===== src/rtl/gpt_pkg.sv =====
package gpt_pkg;
    typedef enum logic [1:0] {ST_IDLE = 2'd0, ST_RUN = 2'd1, ST_DONE = 2'd2} run_state_e;
    typedef enum logic [1:0] {MD_FREE = 2'd0, MD_GATE_LO = 2'd1, MD_GATE_HI = 2'd2, MD_CHAIN = 2'd3} gp_mode_e;

    localparam int B_EN    = 15;
    localparam int B_DBG   = 10;
    localparam int B_ICLR  = 9;
    localparam int SEL_LO  = 6;
    localparam int MODE_LO = 4;
    localparam int B_INTEN = 3;
    localparam int B_DOWN  = 2;
    localparam int B_WIDE  = 1;
    localparam int B_RLD   = 0;

    localparam logic [2:0]  SEL_EXT   = 3'd7;
    localparam logic [15:0] CTRL_KEEP = 16'h85FF;
endpackage


===== src/rtl/gpt_tick_gen.sv =====
module gpt_tick_gen
    import gpt_pkg::*;
#(
    parameter int PRE_W = 6
) (
    input  logic       clk,
    input  logic       rst_n,
    input  logic       run,
    input  logic [2:0] sel,
    input  gp_mode_e   mode,
    input  logic       ext_evt,
    input  logic       ext_gate,
    input  logic       chain_tc,
    output logic       tick
);
    logic [2:0]       evt_sync;
    logic [1:0]       gate_sync;
    logic [PRE_W-1:0] pre_cnt;
    logic [PRE_W-1:0] pre_mask;
    logic             evt_rise;
    logic             pre_hit;
    logic             src_en;
    logic             gate_lvl;

    always_ff @(posedge clk or negedge rst_n) begin
        if (!rst_n) begin
            evt_sync  <= '0;
            gate_sync <= '0;
            pre_cnt   <= '0;
        end else begin
            evt_sync  <= {evt_sync[1:0], ext_evt};
            gate_sync <= {gate_sync[0], ext_gate};
            pre_cnt   <= run ? pre_cnt + 1'b1 : '0;
        end
    end

    always_comb begin
        pre_mask = '0;
        for (int i = 0; i < PRE_W; i++) begin
            if (i < int'(sel)) pre_mask[i] = 1'b1;
        end
    end

    assign evt_rise = evt_sync[1] & ~evt_sync[2];
    assign pre_hit  = (pre_cnt & pre_mask) == pre_mask;
    assign src_en   = (sel == SEL_EXT) ? evt_rise : pre_hit;
    assign gate_lvl = gate_sync[1];

    always_comb begin
        unique case (mode)
            MD_FREE:    tick = src_en;
            MD_GATE_LO: tick = src_en & ~gate_lvl;
            MD_GATE_HI: tick = src_en & gate_lvl;
            MD_CHAIN:   tick = chain_tc;
            default:    tick = 1'b0;
        endcase
    end
endmodule


===== src/rtl/gpt_core.sv =====
module gpt_core
    import gpt_pkg::*;
#(
    parameter int CNT_W = 32
) (
    input  logic             clk,
    input  logic             rst_n,
    input  logic             ctrl_wr,
    input  logic             new_en,
    input  logic             new_down,
    input  logic             new_rld,
    input  logic             new_wide,
    input  logic             new_iclr,
    input  logic             cur_dbg,
    input  logic             cur_down,
    input  logic             cur_rld,
    input  logic             cur_wide,
    input  logic [CNT_W-1:0] reload,
    input  logic             tick,
    input  logic             dbg_halt,
    output logic [CNT_W-1:0] count,
    output logic             tc_pulse,
    output logic             status,
    output logic             running
);
    localparam int HALF = CNT_W / 2;
    localparam logic [CNT_W-1:0] ONE    = CNT_W'(1);
    localparam logic [CNT_W-1:0] M_WIDE = '1;
    localparam logic [CNT_W-1:0] M_NARR = {{(CNT_W-HALF){1'b0}}, {HALF{1'b1}}};

    run_state_e       state, state_nx;
    logic [CNT_W-1:0] cur_mask, new_mask, load_val;
    logic             frozen, step, term, hit, load;

    assign cur_mask = cur_wide ? M_WIDE : M_NARR;
    assign new_mask = new_wide ? M_WIDE : M_NARR;
    assign frozen   = cur_dbg & dbg_halt;
    assign step     = (state == ST_RUN) & tick & ~frozen & ~ctrl_wr;
    assign term     = cur_down ? (count == '0) : (count == cur_mask);
    assign hit      = step & term;
    assign load     = ctrl_wr & new_en & (state == ST_IDLE);
    assign load_val = (!new_down && !new_rld) ? '0 : (reload & new_mask);
    assign running  = (state == ST_RUN);

    always_comb begin
        state_nx = state;
        unique case (state)
            ST_IDLE: if (ctrl_wr && new_en) state_nx = ST_RUN;          // arm
            ST_RUN: begin
                if (ctrl_wr && !new_en)      state_nx = ST_IDLE;         // stop
                else if (hit && !cur_rld)    state_nx = ST_DONE;         // park
            end
            ST_DONE: if (ctrl_wr && !new_en) state_nx = ST_IDLE;         // stop
            default: state_nx = ST_IDLE;
        endcase
    end

    always_ff @(posedge clk or negedge rst_n) begin
        if (!rst_n) state <= ST_IDLE;
        else        state <= state_nx;
    end

    always_ff @(posedge clk or negedge rst_n) begin
        if (!rst_n) begin
            count    <= '0;
            tc_pulse <= 1'b0;
            status   <= 1'b0;
        end else begin
            if (load)                count <= load_val;
            else if (ctrl_wr)        count <= count & new_mask;
            else if (hit && cur_rld) count <= reload & cur_mask;
            else if (step && !term)  count <= (cur_down ? count - ONE : count + ONE) & cur_mask;
            tc_pulse <= hit;
            if (hit)                        status <= 1'b1;
            else if (ctrl_wr && new_iclr)   status <= 1'b0;
        end
    end
endmodule


===== src/rtl/gp_timer_chan.sv =====
module gp_timer_chan
    import gpt_pkg::*;
#(
    parameter int CNT_W = 32,
    parameter int PRE_W = 6
) (
    input  logic             clk,
    input  logic             rst_n,
    input  logic             reg_wr,
    input  logic             reg_sel,
    input  logic [CNT_W-1:0] reg_wdata,
    input  logic             dbg_halt,
    input  logic             ext_evt,
    input  logic             ext_gate,
    input  logic             chain_in,
    output logic [15:0]      ctrl_rd,
    output logic [CNT_W-1:0] reload_rd,
    output logic [CNT_W-1:0] count_rd,
    output logic             status,
    output logic             irq,
    output logic             tc_out
);
    logic [15:0]      ctrl_q;
    logic [CNT_W-1:0] reload_q;
    logic             ctrl_wr, running, tick;

    assign ctrl_wr = reg_wr & ~reg_sel;

    always_ff @(posedge clk or negedge rst_n) begin
        if (!rst_n) begin
            ctrl_q   <= '0;
            reload_q <= '0;
        end else if (reg_wr) begin
            if (reg_sel) reload_q <= reg_wdata;
            else         ctrl_q   <= reg_wdata[15:0] & CTRL_KEEP;
        end
    end

    gpt_tick_gen #(.PRE_W(PRE_W)) u_tick (
        .clk      (clk),
        .rst_n    (rst_n),
        .run      (running),
        .sel      (ctrl_q[SEL_LO+2:SEL_LO]),
        .mode     (gp_mode_e'(ctrl_q[MODE_LO+1:MODE_LO])),
        .ext_evt  (ext_evt),
        .ext_gate (ext_gate),
        .chain_tc (chain_in),
        .tick     (tick)
    );

    gpt_core #(.CNT_W(CNT_W)) u_core (
        .clk      (clk),
        .rst_n    (rst_n),
        .ctrl_wr  (ctrl_wr),
        .new_en   (reg_wdata[B_EN]),
        .new_down (reg_wdata[B_DOWN]),
        .new_rld  (reg_wdata[B_RLD]),
        .new_wide (reg_wdata[B_WIDE]),
        .new_iclr (reg_wdata[B_ICLR]),
        .cur_dbg  (ctrl_q[B_DBG]),
        .cur_down (ctrl_q[B_DOWN]),
        .cur_rld  (ctrl_q[B_RLD]),
        .cur_wide (ctrl_q[B_WIDE]),
        .reload   (reload_q),
        .tick     (tick),
        .dbg_halt (dbg_halt),
        .count    (count_rd),
        .tc_pulse (tc_out),
        .status   (status),
        .running  (running)
    );

    assign ctrl_rd   = ctrl_q;
    assign reload_rd = reload_q;
    assign irq       = status & ctrl_q[B_INTEN];
endmodule


===== config.mk =====
export PLATFORM = sky130hd
export DESIGN_NAME = gp_timer_chan
export DESIGN_NICKNAME = d
export VERILOG_FILES = /design/src/rtl/gpt_pkg.sv /design/src/rtl/gpt_tick_gen.sv /design/src/rtl/gpt_core.sv /design/src/rtl/gp_timer_chan.sv
export SDC_FILE = /design/constraint.sdc
export NUM_CORES = 1
export LEC_CHECK = 0
export BUFFER_PORTS_ARGS = -buffer_cell sky130_fd_sc_hd__buf_2
export CAP_MARGIN = 20
export CORE_MARGIN = 3
export CORE_UTILIZATION = 40
export CTS_CLUSTER_SIZE = 40
export DETAILED_ROUTE_END_ITERATION = 12
export PLACE_DENSITY = 0.63
export SLEW_MARGIN = 20
export SYNTH_ARGS = -nofsm -noshare
export SYNTH_HDL_FRONTEND = slang
export SYNTH_HIERARCHICAL = 1
export SYNTH_SLANG_ARGS = --single-unit
export TNS_END_PERCENT = 30

===== constraint.sdc =====
create_clock -name clk -period 3.3 [get_ports clk]
set_input_delay 0.33 -clock clk [delete_from_list [all_inputs] [get_ports clk]]
set_output_delay 0.33 -clock clk [all_outputs]
set_load 0.02 [all_outputs]

==> flow_metrics.env <==
export IMPL_final_cells=938
export IMPL_wl_um=17290
export IMPL_end_kind="flop"
export IMPL_num_nets_final=824
export IMPL_grt_pass1_vias=5286
export IMPL_grt_pass1_wl_um=28110
export IMPL_cts_tree="yes"
export IMPL_ctsHoldBuffers=0
export IMPL_synthFlopType="dfrtp_1"
export IMPL_skew_ns=0.01150
export IMPL_clk_pin_slew_ns=0.07
export IMPL_synth_top_area_share_pct=37.68
export IMPL_ctsResizeCount=0
export IMPL_critical_path_class="reg2reg"
export IMPL_die_h_um=128.2
export IMPL_syn_inst=609
export IMPL_hpwl_um=13120
export IMPL_powerDensity_nw_per_um2=770.1
export IMPL_synthTopCellsByArea="dfrtp_1 38%, ha_1 7.1%, mux2_1 5.7%"
export IMPL_start_kind="flop"
export IMPL_htreeDepth=3
export IMPL_clock_path_buffers=2
export IMPL_antenna_found_initial=0
export IMPL_num_io_pins=123
export IMPL_fp_coreArea_sq_um=14590
export IMPL_setup_viol=0
export IMPL_cts_root_buf="clkbuf_16"
export IMPL_port_buffer_count=117
export IMPL_postRouteAntennaNets=0
export IMPL_overflow=0
export IMPL_relSlewSlack_pct=46.81
export IMPL_ys_async_sr_fraction_pct=100.0
export IMPL_post_synth_top_area_cell="dfrtp_1"
export IMPL_ys_warn_count=6
export IMPL_yosysSeqAreaShare_pct=37.68
export IMPL_gp_congestion=0.8859
export IMPL_grt_setup_unrepaired="true"
export IMPL_crit_arrival_ns=3.35
export IMPL_final_max_slew_viol_count=0
export IMPL_antenna_cells=0
export IMPL_avgSynthCellArea_sq_um=9.814
export IMPL_fin_crit_sh_pct=94.56
export IMPL_fp_row_count=44
export IMPL_synth_enable_flop_cells=0
export IMPL_hold_ws_ns=0.06232
export IMPL_drtPass1Iterations=5
export IMPL_drcViolationCount=0
export IMPL_vias_per_cell=5.710
export IMPL_dieArea_sq_um=16450
export IMPL_die_x_um=128.2
export IMPL_fill_cells=1359
export IMPL_p_leak_nw=3.433
export IMPL_ir_drop_uv=296.9
export IMPL_clk_latency_ns=0.36
export IMPL_postPlaceCellArea_sq_um=6904
export IMPL_cts_sinks=90
export IMPL_vias=5356
export IMPL_cts_buffers=9
export IMPL_grt_total_usage_pct=21.48
export IMPL_wl_per_cell_um=18.43
export IMPL_grt_max_degree=61
export IMPL_outcome="finished clean"
export IMPL_initial_core_util_pct=40.97
export IMPL_final_common_cell="buf_2"
export IMPL_cp_required_ns=3.53
export IMPL_maxCapViolCount=0
export IMPL_cts_setup_buffers=0
export IMPL_syn_to_final_growth_pct=20.62
export IMPL_yosys_register_bits=90
export IMPL_tightest_slew_ns=0.7978
export IMPL_drive_gt1_share_pct=26.92
export IMPL_ys_types=71
export IMPL_path_max_fanout=15
export IMPL_fin_area_sq_um=7209
export IMPL_min_period_ns=3.120
export IMPL_dp_cells=922
export IMPL_synth_area_sq_um=5977
export IMPL_layout_common_cells="116 x buf_2, 89 x dfrtp_1, 50 x a21oi_1"
export IMPL_hp_class="in2async"
export IMPL_fmax_mhz=320.5
export IMPL_dr_first_iter_drc_count=271
export IMPL_hold_violations=0
[layer usage]
| layer | share of wire [%] | track usage, % |
|---|---|---|
| met4 | 1.9 | 7.241 |
| met5 | 0 | 0 |
| met2 | 47 | 34.39 |
| met3 | 5.8 | 3.958 |
| met1 | 45 | 29.27 |
[registers in the layout, indices dropped and copies added, names as in the netlist]
register          count
u_tick/gate_sync      2
u_tick/evt_sync       3
reload_rd            32
u_core/status         1
u_core/state          2
u_core/tc_pulse       1
ctrl_rd              11
u_tick/pre_cnt        6
u_core/count         32
[critical path, cell delays in order, from the launching register on]
cell	delay (ns)
dfrtp_2	0.53
buf_4	0.21
buf_4	0.19
ha_1	0.38
nand2_1	0.10
or4_1	0.52
a21oi_1	0.24
nor2_1	0.12
a2111o_1	0.38
a211oi_1	0.25
nor2_1	0.07
[through the flow]
step                total power [mW]  setup WS, ns  TNS (ns)  utilization [%]
finish                         5.552        0.1796         0            49.42
global route                   5.965      -0.03109  -0.03109            49.42
CTS                            5.548        0.1035         0            49.25
detailed placement             4.522        0.1221         0            47.32
global placement               4.480        0.1774         0            47.32
floorplan                      3.615        0.2279         0                -
[report_power, final]
group | internal, mW | switching (mW) | total (mW) | leakage, nW
Combinational | 1.21 | 1.66 | 2.87 | 2.17
Sequential | 1.33 | 0.349 | 1.68 | 1.12
Clock | 0.524 | 0.480 | 1.00 | 0.139
Total | 3.06 | 2.49 | 5.55 | 3.43
[area by class of cell]
cell class / count / area, sq um / share of cell area (%)
Clock buffer: 10 / 229.0 / 3.176
Clock inverter: 6 / 51.30 / 0.7116
Inverter: 16 / 60.06 / 0.8330
Multi-Input combinational cell: 485 / 3560 / 49.38
Sequential cell: 90 / 2253 / 31.26
Tap cell: 184 / 230.2 / 3.193
Timing Repair Buffer: 147 / 825.8 / 11.45
[cells by family after synthesis]
kind of cell,Yosys count,synth area share (%)
buffers and inverters,38,3.475
muxes,56,10.84
xor gates and xnor gates,33,4.836
adders and majority gates,35,7.452
AOI/OAI and AO/OA,171,19.26
other,1,0.06274
DFF,90,37.68
and+or+nand+nor,185,16.39
[final timing paths]
path / from / end / slack [ns] / cells after the start
setup / recovery: ctrl_rd[2] / u_core/count[31] / 0.18 / 10
hold / removal: rst_n / u_core/count[4] / 0.06 / 1
setup reg to reg: ctrl_rd[2] / u_core/count[31] / 0.18 / 10
hold reg to reg: u_tick/evt_sync[0] / u_tick/evt_sync[1] / 0.35 / 0
max in group asynchronous: rst_n / reload_rd[1] / 2.51 / 2
min in group clk: ext_gate / u_tick/gate_sync[0] / 0.08 / 1
[cells in the mapped netlist, drive strengths merged (2+ instances only)]
cell type,instances
or4,2
o21bai,6
and2,10
nor3b,3
nand3,15
xor2,13
nor4b,2
inv,16
nand2,48
mux2i,13
nand4b,5
o21ai,41
a2bb2oi,2
nor3,7
a221oi,3
and4,3
nand4,13
a22oi,16
nand3b,2
clkbuf,8
dfrtp,90
a211o,2
buf,14
xnor2,20
nand2b,6
or3,3
a21oi,51
o211ai,4
nor2,35
nor2b,5
a222oi,2
o311ai,2
a211oi,5
ha,34
a2111oi,4
o21a,4
a21o,13
nor4,13
or2,3
a31oi,3
and3,8
mux2,43
o22ai,2
(Power assumes the default switching activity.)
